### config.mk
export PLATFORM = sky130hd
export DESIGN_NAME = lsu_lane_align
export DESIGN_NICKNAME = d
export VERILOG_FILES = /design/src/rtl/lsu_lane_pkg.sv /design/src/rtl/lsu_addr_gen.sv /design/src/rtl/lsu_store_steer.sv /design/src/rtl/lsu_load_extract.sv /design/src/rtl/lsu_lane_align.sv
export SDC_FILE = /design/constraint.sdc
export NUM_CORES = 1
export LEC_CHECK = 0
export CORE_MARGIN = 5
export CORE_UTILIZATION = 30
export DETAILED_ROUTE_END_ITERATION = 6
export PLACE_DENSITY = 0.69
export SYNTH_ARGS = -nofsm -noshare
export SYNTH_HDL_FRONTEND = slang
export SYNTH_HIERARCHICAL = 1
export SYNTH_SLANG_ARGS = --single-unit
### constraint.sdc
create_clock -name clk -period 4.6 [get_ports clk]
set_input_delay 0.69 -clock clk [delete_from_list [all_inputs] [get_ports clk]]
set_output_delay 0.69 -clock clk [all_outputs]
set_load 0.1 [all_outputs]
### src/rtl/lsu_lane_pkg.sv
package lsu_lane_pkg;

  // Access size, taken from width code bits [1:0]
  localparam logic [1:0] SZ_BYTE = 2'd0;
  localparam logic [1:0] SZ_HALF = 2'd1;
  localparam logic [1:0] SZ_WORD = 2'd2;

  // Legal width codes differ between the two formats
  function automatic logic code_legal(input logic st, input logic [2:0] code);
    if (st) return (code == 3'b000) || (code == 3'b001) || (code == 3'b010);
    return (code == 3'b000) || (code == 3'b001) || (code == 3'b010) ||
           (code == 3'b100) || (code == 3'b101);
  endfunction

endpackage

### src/rtl/lsu_addr_gen.sv
module lsu_addr_gen #(
  parameter int XLEN  = 32,
  parameter int IMM_W = 12
) (
  input  logic            is_store,
  input  logic [XLEN-1:0] base_val,
  input  logic [31:0]     insn,
  output logic [XLEN-1:0] eff_addr
);

  logic [IMM_W-1:0] imm_ld;
  logic [IMM_W-1:0] imm_st;
  logic [IMM_W-1:0] imm_sel;
  logic [XLEN-1:0]  imm_ext;
  logic             unused_insn;

  assign imm_ld  = insn[31:20];
  assign imm_st  = {insn[31:25], insn[11:7]};
  assign imm_sel = is_store ? imm_st : imm_ld;
  assign imm_ext = {{(XLEN-IMM_W){imm_sel[IMM_W-1]}}, imm_sel};
  assign eff_addr = base_val + imm_ext;

  assign unused_insn = ^{insn[19:12], insn[6:0]};

endmodule

### src/rtl/lsu_store_steer.sv
module lsu_store_steer
  import lsu_lane_pkg::*;
#(
  parameter int XLEN   = 32,
  parameter int NLANES = XLEN / 8,
  parameter int OFFS_W = $clog2(NLANES)
) (
  input  logic              req_valid,
  input  logic              is_store,
  input  logic [2:0]        funct3,
  input  logic [OFFS_W-1:0] offs,
  input  logic [XLEN-1:0]   st_data,
  output logic [NLANES-1:0] byte_en,
  output logic [XLEN-1:0]   wr_data,
  output logic              misaligned,
  output logic              illegal
);

  logic [1:0]        size;
  logic              legal;
  logic              mis_raw;
  logic [NLANES-1:0] width_mask;
  logic [XLEN-1:0]   shifted;

  assign size  = funct3[1:0];
  assign legal = code_legal(is_store, funct3);

  always_comb begin
    case (size)
      SZ_BYTE: begin width_mask = NLANES'(1); mis_raw = 1'b0;            end
      SZ_HALF: begin width_mask = NLANES'(3); mis_raw = offs[0];         end
      default: begin width_mask = '1;         mis_raw = (offs != '0);    end
    endcase
  end

  assign illegal    = req_valid & ~legal;
  assign misaligned = req_valid & legal & mis_raw;
  assign byte_en    = (req_valid & legal & ~mis_raw) ? (width_mask << offs) : '0;

  assign shifted = st_data << {offs, 3'b000};

  for (genvar g = 0; g < NLANES; g++) begin : g_lane
    assign wr_data[8*g +: 8] = byte_en[g] ? shifted[8*g +: 8] : 8'h00;
  end

endmodule

### src/rtl/lsu_load_extract.sv
module lsu_load_extract
  import lsu_lane_pkg::*;
#(
  parameter int XLEN   = 32,
  parameter int NLANES = XLEN / 8,
  parameter int OFFS_W = $clog2(NLANES)
) (
  input  logic              clk,
  input  logic              rst,
  input  logic              accept,
  input  logic [2:0]        funct3,
  input  logic [OFFS_W-1:0] offs,
  input  logic [XLEN-1:0]   rd_word,
  output logic              ld_valid,
  output logic [XLEN-1:0]   ld_result
);

  logic              vld_q;
  logic [2:0]        code_q;
  logic [OFFS_W-1:0] offs_q;
  logic [XLEN-1:0]   aligned;
  logic [XLEN-1:0]   extended;
  logic              sgn;

  always_ff @(posedge clk) begin
    if (rst) begin
      vld_q  <= 1'b0;
      code_q <= 3'b000;
      offs_q <= '0;
    end else begin
      vld_q <= accept;
      if (accept) begin
        code_q <= funct3;
        offs_q <= offs;
      end
    end
  end

  assign aligned = rd_word >> {offs_q, 3'b000};

  always_comb begin
    sgn = 1'b0;
    case (code_q[1:0])
      SZ_BYTE: begin
        sgn      = aligned[7] & ~code_q[2];
        extended = {{(XLEN-8){sgn}}, aligned[7:0]};
      end
      SZ_HALF: begin
        sgn      = aligned[15] & ~code_q[2];
        extended = {{(XLEN-16){sgn}}, aligned[15:0]};
      end
      default: extended = rd_word;
    endcase
  end

  assign ld_valid  = vld_q;
  assign ld_result = vld_q ? extended : '0;

endmodule

### src/rtl/lsu_lane_align.sv
module lsu_lane_align #(
  parameter int XLEN   = 32,
  parameter int IMM_W  = 12,
  parameter int NLANES = XLEN / 8,
  parameter int OFFS_W = $clog2(NLANES)
) (
  input  logic                   clk,
  input  logic                   rst,
  input  logic                   req_valid,
  input  logic                   is_store,
  input  logic [XLEN-1:0]        base_val,
  input  logic [31:0]            insn,
  input  logic [XLEN-1:0]        st_data,
  input  logic [XLEN-1:0]        rd_word,
  output logic [XLEN-1:0]        eff_addr,
  output logic [XLEN-OFFS_W-1:0] word_addr,
  output logic [NLANES-1:0]      byte_en,
  output logic [XLEN-1:0]        wr_data,
  output logic                   mem_req,
  output logic                   mem_we,
  output logic                   misaligned,
  output logic                   illegal,
  output logic                   ld_valid,
  output logic [XLEN-1:0]        ld_result
);

  logic [2:0]        funct3;
  logic [OFFS_W-1:0] offs;
  logic              ok;

  assign funct3 = insn[14:12];

  lsu_addr_gen #(.XLEN(XLEN), .IMM_W(IMM_W)) u_addr (
    .is_store (is_store),
    .base_val (base_val),
    .insn     (insn),
    .eff_addr (eff_addr)
  );

  assign offs      = eff_addr[OFFS_W-1:0];
  assign word_addr = eff_addr[XLEN-1:OFFS_W];

  lsu_store_steer #(.XLEN(XLEN), .NLANES(NLANES), .OFFS_W(OFFS_W)) u_steer (
    .req_valid  (req_valid),
    .is_store   (is_store),
    .funct3     (funct3),
    .offs       (offs),
    .st_data    (st_data),
    .byte_en    (byte_en),
    .wr_data    (wr_data),
    .misaligned (misaligned),
    .illegal    (illegal)
  );

  assign ok      = req_valid & ~misaligned & ~illegal;
  assign mem_req = ok;
  assign mem_we  = ok & is_store;

  lsu_load_extract #(.XLEN(XLEN), .NLANES(NLANES), .OFFS_W(OFFS_W)) u_ext (
    .clk       (clk),
    .rst       (rst),
    .accept    (ok & ~is_store),
    .funct3    (funct3),
    .offs      (offs),
    .rd_word   (rd_word),
    .ld_valid  (ld_valid),
    .ld_result (ld_result)
  );

endmodule

# Yosys cells after proc, flatten, opt, wreduce, memory -nomap -nowiden
# Index checks and enable logic that the tools add are counted.
dict set report word_totals {
  reg_bits 6
  output_inout_bits 135
  word_cells 50
  input_bits 132
}
dict set report op_classes {
  n_reduce_logical 8
  n_addsub 1
  mux 13
  n_eq_ne 6
  bitwise_logic 16
  shift 3
}
# cell n
set op_table {}
lappend op_table {{$pmux 32 s2} 1}
lappend op_table {{$add 32x32->32} 1}
lappend op_table {{$mux 32} 1}
lappend op_table {{$mux 8} 4}
lappend op_table {{$shl 32x5->32} 1}
lappend op_table {{$shr 32x5->16} 1}
lappend op_table {{$and 1x1->1} 10}
lappend op_table {{$pmux 4 s2} 1}
lappend op_table {{$eq 3x3->1 const B} 2}
lappend op_table {{$not 1->1} 6}
lappend op_table {{$mux 5} 1}
lappend op_table {{$eq 2x1->1 const B} 2}
lappend op_table {{$logic_not 2->1} 2}
lappend op_table {{$logic_or 1x1->1} 4}
lappend op_table {{$mux 4} 1}
lappend op_table {{$shl 4x2->4} 1}
lappend op_table {{$eq 3x1->1 const B} 1}
lappend op_table {{$eq 3x2->1 const B} 1}
lappend op_table {{$logic_not 3->1} 1}
lappend op_table {{$mux 1} 3}
lappend op_table {{$pmux 1 s2} 1}
lappend op_table {{$reduce_bool 2->1} 1}

# Logic depth before layout (Yosys ltp)
# Gate-level depths: netlist (run 1).
dict set report logic_depth {
  ltp_word 12
  mapped_depth 12
  depth_no_buf 10
}

# Hierarchy
# Netlist (run 1), hierarchy kept.
# module cells_per_inst area_per_inst_um2 n_inst seq_area_each_um2
set modules_own_cells {}
lappend modules_own_cells {lsu_addr_gen 227 1687.9 1 0.0}
lappend modules_own_cells {lsu_load_extract 147 1034.7 1 120.1}
lappend modules_own_cells {lsu_store_steer 98 873.3 1 0.0}
lappend modules_own_cells {lsu_lane_align 33 260.2 1 0.0}

# Worst setup path before layout (run 1)
# Ideal clock, no wire load.
dict set report synth_path {
  path_type {input port to output port}
  start {input is_store}
  end {output mem_req}
  path_slack_ps -2032
  cell_stages 9
  path_buffers 3
  required_time_ps 3910
  arrival_ps 5942
  path_cell_list {mux2_2 -> ha_1 -> fa_1 -> buf_2 -> buf_2 -> buf_2 -> o21ai_0 -> a21oi_1 -> nor3b_1}
}
dict set report synth_between {
  elab_chain_len 8
  elab_cells_between_ends 14
  cone_classes {add/sub (1); mux (4); bitwise (8); reduce/logical (1)}
}
# element line_no
set synth_lines {}
lappend synth_lines {{from (decl)} lsu_lane_align.sv:10} ;# input logic is_store,
lappend synth_lines {{$mux 5} lsu_addr_gen.sv:19} ;# assign imm_sel = is_store ? imm_st : imm_ld;
lappend synth_lines {{$add 32x32->32} lsu_addr_gen.sv:21} ;# assign eff_addr = base_val + imm_ext;
lappend synth_lines {{net eff_addr[1]} lsu_lane_align.sv:15} ;# output logic [XLEN-1:0] eff_addr,
lappend synth_lines {{$reduce_bool 2->1} lsu_store_steer.sv:32} ;# default: begin width_mask = '1; mis_raw = (offs != '0); end
lappend synth_lines {{$pmux 1 s2} lsu_store_steer.sv:29} ;# case (size)
lappend synth_lines {{$and 1x1->1} lsu_store_steer.sv:37} ;# assign misaligned = req_valid & legal & mis_raw;
lappend synth_lines {{net misaligned} lsu_lane_align.sv:21} ;# output logic misaligned,
lappend synth_lines {{$not 1->1} lsu_lane_align.sv:55} ;# assign ok = req_valid & ~misaligned & ~illegal;
lappend synth_lines {{$and 1x1->1 (2 in a row)} lsu_lane_align.sv:55}
lappend synth_lines {{to (decl)} lsu_lane_align.sv:19} ;# output logic mem_req,
# The timed path passes the listed nets, and every way through them passes these cells.

# Final worst setup path (run 1)
dict set report layout_path {
  start {input insn[20]}
  end {output eff_addr[28]}
}
dict set report layout_between {
  elab_chain_len 2
}
# element line_no
set layout_lines {}
lappend layout_lines {{from (decl)} lsu_lane_align.sv:12} ;# input logic [31:0] insn,
lappend layout_lines {{$mux 5} lsu_addr_gen.sv:19}
lappend layout_lines {{$add 32x32->32} lsu_addr_gen.sv:21}
lappend layout_lines {{to (decl)} lsu_lane_align.sv:15}
# Every way passes these cells.

==> flow_summary.json, run 1 <==
{
  "ys_seq_area_share_pct": 3.11,
  "drc": 0,
  "crit_fanout": 3,
  "dr.pass1.iters": 4,
  "ys_types": 73,
  "cts_buffers": 3,
  "cp-end-kind": "output port",
  "async_flop_share_pct": 0,
  "first_global_vias": 4911,
  "mostFrequentLayoutCell": "clkdlybuf4s50_1",
  "insertedDiodeCount": 0,
  "dieHeight_um": 123,
  "synthCells": 505,
  "worstHoldPathType": "reg -> reg",
  "p_leak_nw": 3.06,
  "hold_ws_ns": 0.503,
  "cts_hold_buf": 0,
  "overflow": 0,
  "clkTransAtPathRegs_ns": 0.03,
  "finalClockSkew_ns": 0,
  "wl_per_cell_um": 17.8,
  "design.core.area_sq_um": 12600,
  "synth_edf_count": 0,
  "grt_pass1_wl_um": 24500,
  "cts_tree": "built",
  "power_w": 0.00272,
  "slew_headroom_pct": 21.7,
  "grt_usage_pct": 19.5,
  "die_area_sq_um": 15200,
  "rsz0062_at_grt": "false",
  "ant_nets": 0,
  "cts-root-buf": "clkbuf_16",
  "finalWorstSetupSlack_ns": 0.186,
  "setup_viol": 0,
  "dp_slack_ns": -0.157,
  "final_cells": 895,
  "clock-sinks": 6,
  "dp.cells": 892,
  "drive_gt1_share_pct": 37.1,
  "vias_per_cell": 5.31,
  "maxSlewViolCount": 0,
  "cts_buffer_depth": 2,
  "syn_area_sq_um": 3860,
  "ys.flop_type": "dfxtp_1",
  "area_growth_pct": 100,
  "clock.fmax_ghz": 0.227,
  "start_util_pct": 30.6,
  "antenna_found_initial": 0,
  "critPathKind": "in -> out",
  "finalWirelength_um": 16000,
  "vias": 4751,
  "period_needed_ns": 4.41,
  "port_buffers": 254,
  "period_share_pct": 96.0,
  "io_pins": 267,
  "final_cell_mix": "119 x clkdlybuf4s50_1, 96 x buf_12, 63 x buf_4",
  "status": "completed",
  "die_w_um": 123,
  "cap_viol_max_count": 0,
  "critPathLaunchType": "primary input",
  "htree_levels": 1,
  "pwr_density_cell_nw_per_um2": 352,
  "tightest_slew_ns": 1.17,
  "postSynthAreaPerCell_sq_um": 7.64,
  "nets": 889,
  "clk-insertion-delay-late_ns": 0.22,
  "drtIter0Drc": 306,
  "r2r_slack_ns": 3.27,
  "grt_max_degree": 31,
  "dp_hpwl_um": 13500,
  "cts_setup_buffers": 0,
  "peakVddDrop_mv": 0.357,
  "ys_ff_latch": 6,
  "cp.arrival_ns": 3.72,
  "required_ns": 3.91,
  "report.final.hold_viol_count": 0,
  "synth_nets": 669,
  "routabilityCongestion": 0.863,
  "yosys_warnings": 6,
  "rows": 41
}
## cells by family (layout without fill, tap and decap cells)
group	after synthesis	after routing	synth area share [%]
multiplexers	37	37	13.1
AO/OA/AOI/OAI	151	151	28.0
AND/OR/NAND/NOR	175	175	25.7
flip-flops	6	6	3.11
buffers and inverters	70	288	11.8
adder cells (fa/ha/maj)	32	32	10.6
XOR/XNOR	34	34	7.72
## registers in the layout, indices dropped and copies added, names as in the netlist
register        count
u_ext/ld_valid      1
u_ext/offs_q        2
u_ext/code_q        3
## final timing paths
path / end / cells after the start / start
setup / recovery: eff_addr[28] / 13 / insn[20]
hold / removal: u_ext/code_q[2] / 2 / u_ext/code_q[2]
setup reg to reg: u_ext/offs_q[0] / 2 / u_ext/offs_q[0]
hold reg to reg: u_ext/code_q[2] / 2 / u_ext/code_q[2]
## metal layers
metal | track usage (%) | wire [um] | vias to the layer above
met5 | 0 | 0 | -
met1 | 23.7 | 6310 | 2253
met4 | 2.98 | 182 | 0
met3 | 3.20 | 1150 | 16
met2 | 36.4 | 8310 | 185
li1 | - | - | 2297
## layout make-up
class | instances | area (sq um)
well taps | 172 | 215
clock buffers | 3 | 75.1
multi-input cells | 429 | 3690
repair buffers | 279 | 3590
inverters | 6 | 22.5
fillers | 1067 | 4900
flip-flops and latches | 6 | 120
## metrics by stage
stage                     instance area [sq um]  setup TNS (ns)  utilization (%)
final                                      7720               0             61.2
after global routing                       7720               0             61.2
after CTS                                  7710               0             61.1
after detailed placement                   7640           -1.56             60.5
after global placement                     7640           -1.52             60.5
after floorplan                            4270           -3.35                -
## synthesized netlist by cell type (all sizes together), types with 3 or more instances
master	instances	area, sq um
nand2	60	225
buf	47	369
a21oi	44	243
o21ai	39	210
ha	31	388
nor2	25	96.4
nand3b	24	180
mux2i	20	200
xnor2	19	166
clkbuf	17	63.8
xor2	15	131
nor3	12	100
nor3b	12	90.1
o211ai	11	92.6
mux4	9	210
nor4b	9	85.1
a21o	8	60.1
a31o	8	70.1
mux2	8	93.8
a2bb2oi	7	61.3
nand4	7	43.8
o221a	7	78.8
dfxtp	6	120
inv	6	22.5
nand3	5	25.0
and2	4	25.0
nand2b	4	25.0
a31oi	3	25.0
nor2b	3	18.8
o221ai	3	26.3
## worst max-delay path, cell delays in order
cell and delay [ns]:
clkdlybuf4s50_1 0.40, mux2_4 0.28, ha_4 0.17, fa_2 0.38, a21o_1 0.22, a221oi_4 0.32, o21ai_2 0.09, a31oi_2 0.28
o31a_1 0.25, o31ai_2 0.07, buf_4 0.16, xor2_4 0.20, buf_12 0.20
## what timing repair did
item                       in CTS  in global routing
gates resized for setup         1                  3
setup endpoints to repair      24                  5
cloned                          0                  0
## where the power goes
group,total [W],internal [W],switching [W],leakage [nW]
Combinational,0.00251,0.000870,0.00164,2.97
Sequential,0.0000694,0.0000551,0.0000142,0.0489
Clock,0.000139,0.000111,0.0000273,0.0370
Total,0.00272,0.00104,0.00168,3.06
Note: power is estimated with default switching activity, not from simulation.
==> inputs of run 2 (changes only) <==
--- a/config.mk
+++ b/config.mk
@@ -5,6 +5,7 @@
 export SDC_FILE = /design/constraint.sdc
 export NUM_CORES = 1
 export LEC_CHECK = 0
+export ABC_CLOCK_PERIOD_IN_PS = 4600
 export CORE_MARGIN = 5
 export CORE_UTILIZATION = 30
 export DETAILED_ROUTE_END_ITERATION = 6
==> results of run 2 <==
Same layout as run 1: the final DEF is identical, and so are final timing and power.
